$ cat src/rtl/spd_pkg.sv
package spd_pkg;
   typedef enum logic [1:0] {
      ST_IDLE  = 2'd0,
      ST_READ  = 2'd1,
      ST_WRITE = 2'd2
   } spd_state_t;
endpackage

$ cat src/rtl/spd_trig_reg.sv
module spd_trig_reg #(
   parameter int REG_AW    = 4,
   parameter int DATA_W    = 8,
   parameter int TRIG_ADDR = 6
) (
   input  logic              clk,
   input  logic              rst,
   input  logic [REG_AW-1:0] cpu_addr,
   input  logic              cpu_wr,
   input  logic [DATA_W-1:0] cpu_wdata,
   output logic [DATA_W-1:0] cpu_rdata,
   output logic [DATA_W-1:0] page_q,
   output logic              trig
);
   localparam logic [REG_AW-1:0] SEL = REG_AW'(TRIG_ADDR);

   logic hit;
   assign hit  = (cpu_addr == SEL);
   assign trig = cpu_wr && hit;

   always_ff @(posedge clk) begin
      if (rst)       page_q <= '0;
      else if (trig) page_q <= cpu_wdata;
   end

   assign cpu_rdata = hit ? page_q : '0;
endmodule

$ cat src/rtl/spd_addr_gen.sv
module spd_addr_gen #(
   parameter int SYS_AW   = 16,
   parameter int PAGE_W   = 8,
   parameter int OAM_AW   = 8,
   parameter int OAM_BASE = 0,
   parameter int COUNT    = 160
) (
   input  logic                     clk,
   input  logic                     rst,
   input  logic                     clear,
   input  logic                     step,
   input  logic [SYS_AW-PAGE_W-1:0] page,
   output logic [SYS_AW-1:0]        src_addr,
   output logic [OAM_AW-1:0]        dst_addr,
   output logic                     last
);
   localparam logic [PAGE_W-1:0] LAST_OFF = PAGE_W'(COUNT - 1);

   logic [PAGE_W-1:0] offset;

   always_ff @(posedge clk) begin
      if (rst || clear) offset <= '0;
      else if (step)    offset <= offset + 1'b1;
   end

   assign last     = (offset == LAST_OFF);
   assign src_addr = {page, offset};

   generate
      if (OAM_BASE == 0) begin : g_dst_direct
         if (OAM_AW > PAGE_W) begin : g_ext
            assign dst_addr = {{(OAM_AW-PAGE_W){1'b0}}, offset};
         end else begin : g_trunc
            assign dst_addr = offset[OAM_AW-1:0];
         end
      end else begin : g_dst_offset
         assign dst_addr = OAM_AW'(OAM_BASE) + OAM_AW'(offset);
      end
   endgenerate
endmodule

$ cat src/rtl/spd_seq.sv
module spd_seq
   import spd_pkg::*;
#(
   parameter int DATA_W = 8
) (
   input  logic              clk,
   input  logic              rst,
   input  logic              trig,
   input  logic              last,
   input  logic              rd_valid,
   input  logic [DATA_W-1:0] rd_data,
   output logic              rd_req,
   output logic              oam_we,
   output logic [DATA_W-1:0] oam_wdata,
   output logic              step,
   output logic              busy,
   output logic              done
);
   spd_state_t        state;
   logic [DATA_W-1:0] hold;

   always_ff @(posedge clk) begin
      if (rst) begin
         state <= ST_IDLE;
         done  <= 1'b0;
         hold  <= '0;
      end else begin
         done <= 1'b0;
         if (trig) begin
            state <= ST_READ;
         end else begin
            case (state)
               ST_READ: if (rd_valid) begin
                  hold  <= rd_data;
                  state <= ST_WRITE;
               end
               ST_WRITE: if (last) begin
                  state <= ST_IDLE;
                  done  <= 1'b1;
               end else begin
                  state <= ST_READ;
               end
               default: state <= ST_IDLE;
            endcase
         end
      end
   end

   assign rd_req    = (state == ST_READ);
   assign oam_we    = (state == ST_WRITE);
   assign oam_wdata = hold;
   assign step      = (state == ST_WRITE) && !last;
   assign busy      = (state != ST_IDLE);
endmodule

$ cat src/rtl/sprite_page_dma.sv
module sprite_page_dma #(
   parameter int REG_AW    = 4,
   parameter int TRIG_ADDR = 6,
   parameter int DATA_W    = 8,
   parameter int SYS_AW    = 16,
   parameter int PAGE_W    = 8,
   parameter int OAM_AW    = 8,
   parameter int OAM_BASE  = 0,
   parameter int COUNT     = 160
) (
   input  logic              clk,
   input  logic              rst,
   input  logic [REG_AW-1:0] cpu_addr,
   input  logic              cpu_wr,
   input  logic [DATA_W-1:0] cpu_wdata,
   output logic [DATA_W-1:0] cpu_rdata,
   output logic              rd_req,
   output logic [SYS_AW-1:0] rd_addr,
   input  logic              rd_valid,
   input  logic [DATA_W-1:0] rd_data,
   output logic              oam_we,
   output logic [OAM_AW-1:0] oam_addr,
   output logic [DATA_W-1:0] oam_wdata,
   output logic              busy,
   output logic              done
);
   localparam int PAGE_BITS = SYS_AW - PAGE_W;

   generate
      if (PAGE_BITS != DATA_W) begin : g_bad_page
         $error("SYS_AW - PAGE_W must equal DATA_W");
      end
      if (COUNT < 1 || COUNT > (1 << PAGE_W)) begin : g_bad_count
         $error("COUNT must lie in 1 .. 2**PAGE_W");
      end
      if (OAM_BASE + COUNT > (1 << OAM_AW)) begin : g_bad_oam
         $error("copy does not fit the attribute memory");
      end
      if (TRIG_ADDR >= (1 << REG_AW)) begin : g_bad_reg
         $error("TRIG_ADDR outside register space");
      end
   endgenerate

   logic [DATA_W-1:0] page_q;
   logic              trig_w;
   logic              last_w;
   logic              step_w;

   spd_trig_reg #(.REG_AW(REG_AW), .DATA_W(DATA_W), .TRIG_ADDR(TRIG_ADDR)) u_reg (
      .clk(clk), .rst(rst), .cpu_addr(cpu_addr), .cpu_wr(cpu_wr),
      .cpu_wdata(cpu_wdata), .cpu_rdata(cpu_rdata), .page_q(page_q), .trig(trig_w)
   );

   spd_addr_gen #(.SYS_AW(SYS_AW), .PAGE_W(PAGE_W), .OAM_AW(OAM_AW),
                  .OAM_BASE(OAM_BASE), .COUNT(COUNT)) u_addr (
      .clk(clk), .rst(rst), .clear(trig_w), .step(step_w), .page(page_q),
      .src_addr(rd_addr), .dst_addr(oam_addr), .last(last_w)
   );

   spd_seq #(.DATA_W(DATA_W)) u_seq (
      .clk(clk), .rst(rst), .trig(trig_w), .last(last_w), .rd_valid(rd_valid),
      .rd_data(rd_data), .rd_req(rd_req), .oam_we(oam_we), .oam_wdata(oam_wdata),
      .step(step_w), .busy(busy), .done(done)
   );
endmodule

$ cat config.mk
export PLATFORM = sky130hd
export DESIGN_NAME = sprite_page_dma
export DESIGN_NICKNAME = d
export VERILOG_FILES = /design/src/rtl/spd_pkg.sv /design/src/rtl/spd_trig_reg.sv /design/src/rtl/spd_addr_gen.sv /design/src/rtl/spd_seq.sv /design/src/rtl/sprite_page_dma.sv
export SDC_FILE = /design/constraint.sdc
export NUM_CORES = 1
export LEC_CHECK = 0
export BUFFER_PORTS_ARGS = -buffer_cell sky130_fd_sc_hd__buf_2
export CAP_MARGIN = 0
export CORE_ASPECT_RATIO = 1.5
export CORE_UTILIZATION = 47
export CTS_CLUSTER_DIAMETER = 60
export DETAILED_ROUTE_END_ITERATION = 8
export PLACE_DENSITY = 0.84
export SLEW_MARGIN = 20
export SYNTH_ARGS = -nofsm -noshare
export SYNTH_HDL_FRONTEND = slang
export SYNTH_SLANG_ARGS = --single-unit
$ cat constraint.sdc
create_clock -name clk -period 4.88 [get_ports clk]
set_clock_uncertainty 0.15 [all_clocks]
set_input_delay 0.976 -clock clk [delete_from_list [all_inputs] [get_ports clk]]
set_output_delay 0.976 -clock clk [all_outputs]
set_load 0.02 [all_outputs]
==> impl_metrics.toml <==
[timing]
fin_crit_ps = 3033
setup_viol = 0
fmax_mhz = 329.7
hold_viol = 0
drv_slew = 0
tns_ps = 0
period_share_pct = 62.15
maxSlewHeadroom_pct = 74.33
tightestPinTransition_ps = 385.0
finalWorstSetupSlack_ps = 1847
rsz0062_at_grt = "false"

[detailed_routing]
m1WireLength_mm = 1.021
routedWlPerCell_um = 12.02
drc = 3
dr.pass1.iters = 8
vias = 1142
top_layer = "met4"
route.met3.wl_um = 131
vias_per_cell = 5.167
wl_mm = 2.656
drt_iter0_drc = 11
antenna_left = 0
wl_met2_mm = 1.451

[place]
dp.cells = 217
pre_cts_ws_ps = 1833
gp_congestion = 0.8100
hpwl_mm = 2.106
port_buffers = 67

[yosys]
yosysUniqueCellTypes = 31
syn_area_um2 = 1240
avgSynthCellArea_um2 = 8.920
yosys_warnings = 0
ys_ff_latch = 27
synth_top_area_share_pct = 43.59
synth_area_leaders = "dfxtp_1 (44%), mux2i_1 (6.5%), nand2_1 (6.4%), a21oi_1 (4.8%), buf_4 (4.8%)"
synth_area_leader_cell = "dfxtp_1"
seq_area_frac_synth_pct = 43.59
synthCells = 139
syn-num-nets = 167

[clock_tree]
cts_tree = "yes"
cts.sinks = 27
ctsLongestPathBuffers = 2
clkTransAtPathRegs_ps = 140
root_buffer = "clkbuf_4"
post_cts_resized = 0
cts_hold_buf = 0
h-tree-depth = 1
clock_latency_ps = 330
cts_made_buffers = 3
cts_setup_buffers = 0

[power_and_ir_drop]
power_frac_clock_pct = 28.7
p_per_area_nw_per_um2 = 220.1
swShare_pct = 23.11
internal-power_mw = 0.2628
combPwrFrac_pct = 6.2
power_leakage_nw = 0.7310
seqPwrFrac_pct = 65.1
p_sw_mw = 0.07897
ir_drop_mv = 0.1542

[critical_path]
crit_top_cell = "buf_2"
reg2reg_slack_ps = 3170
critPathRequiredTime_ps = 3750
path_cells = "buf_2 -> and4bb_1 -> and2_1 -> buf_2"
cp.arrival_ps = 1910
critPathKind = "primary input to primary output"
crit_path_end_kind = "primary output"
timing.rr.start = "u_addr.dst_addr[0]"
startpoint_type = "primary input"
crit_slowest_cell = "and4bb_1"
r2r_cells = 5
slowest_delay_ps = 490
critical_path.max_fanout = 11
reg2reg_to = "u_addr.dst_addr[5]"

[status]
status = "finished, violations left"
violations = "design-rule violations"

[final_layout]
seqCellArea_um2 = 540.5
area_growth_pct = 25.23
antennaDiodeCount = 0
final_util_pct = 62.68
instances_no_fill = 221
drive_above_1_share_pct = 38.07
nNetsFinal = 226
multi_input_area_um2 = 605.6
fillers = 235

[hold_path]
worst_hold_path_type = "register to register"
worst_hold_startpoint = "u_reg.page_q[0]"
worstHoldPathCells = 2
hold_end = "u_reg.page_q[0]"

[die]
die_y_um = 64.91
die_area_um2 = 2852
coreArea_um2 = 2477
start_util_pct = 50.05
ios = 68
rows = 22
die_w_um = 43.94

[global_route]
antenna_found_initial = 0
grt_max_degree = 19
track_usage_pct = 19.26
overflow = 0
grt_pass1_wl_mm = 4.105
grt_pass1_vias = 1032

[job]
cap_violations = 0
[cell families after synthesis]
group	share of synthesized area, %
AOI/OAI and AO/OA	10.90
xor gates and xnor gates	2.119
adders and majority gates	4.036
buffers and inverters	7.567
DFF	43.59
muxes	6.458
and+or+nand+nor	25.33
[power by group through the flow]
| stage | registers (mW) | clock network [mW] | logic (mW) |
|---|---|---|---|
| final | 0.223 | 0.0979 | 0.0213 |
| after global routing | 0.223 | 0.110 | 0.0234 |
| after CTS | 0.223 | 0.102 | 0.0215 |
| after detailed placement | 0.227 | 0 | 0.0215 |
| after global placement | 0.227 | 0 | 0.0205 |
| after floorplan | 0.229 | 0 | 0.00815 |
[cells in the mapped netlist (all sizes together)]
cell,n
nand4bb,1
o21a,1
a311oi,2
ha,4
nand2b,2
xor2,1
and4bb,1
or4,1
nor3b,1
buf,12
and3,1
inv,3
mux2i,8
and2,9
nand4,2
o31ai,1
nand3,5
a21oi,13
a31oi,1
o21ai,3
and4,1
dfxtp,27
xnor2,2
or2,1
nor2,14
nand2,21
clkbuf,1
[how the worst max path moves through the flow]
stage                     depth (start not counted)  slack, ps   startpoint           end
after floorplan                                   3       2100  cpu_addr[3]  cpu_rdata[0]
after CTS                                         4       1830  cpu_addr[3]  cpu_rdata[6]
after global placement                            4       1880  cpu_addr[3]  cpu_rdata[3]
after global routing                              4       1760  cpu_addr[3]  cpu_rdata[7]
after detailed placement                          4       1830  cpu_addr[3]  cpu_rdata[6]
final                                             4       1850  cpu_addr[3]  cpu_rdata[6]
[per-layer routing]
metal	global-route usage [%]	vias to the layer above
li1	-	575
met3	3.900	4
met1	19.41	522
met5	0	-
met4	11.74	0
met2	34.70	41
[state kept, by name, summed over array words and instances (netlist names)]
register,cells
u_seq.state,2
u_reg.page_q,8
u_addr.dst_addr,8
u_seq.done,1
u_seq.oam_wdata,8
[worst max-delay path, delay by kind of cell]
family                 cells  cell delay (ps)
AND/OR/NAND/NOR            2              680
buffers and inverters      2              250
[placed cells by master, fill, tap and decap left out, types with 2 or more instances in the layout]
cell	n
a21oi_1	12
and2_1	9
mux2i_1	8
a311oi_1	2
nand3_1	5
buf_2	67
o21ai_0	2
nand2_1	21
nor2_1	14
dfxtp_1	27
clkbuf_4	3
nand2b_1	2
nand4_1	2
ha_1	4
inv_1	3
xnor2_1	2
[final cells by class]
| class | instances | share of cell area [%] |
|---|---|---|
| clock buffers | 3 | 1.450 |
| clock inverters | 1 | 0.4835 |
| inverters | 3 | 0.7252 |
| multi-input cells | 96 | 39.00 |
| flip-flops and latches | 27 | 34.81 |
| well taps | 24 | 1.934 |
| repair buffers | 67 | 21.60 |
[through the flow]
step	hold WS, ps	total power [mW]	cell area [µm²]
2_1_floorplan	349.8	0.2368	1240
3_3_place_gp	299.4	0.2478	1523
3_5_place_dp	308.2	0.2488	1523
4_1_cts	327.8	0.3460	1553
5_1_grt	348.8	0.3565	1553
6_report	324.2	0.3417	1553
No activity file was read; power rests on OpenSTA's default activity.
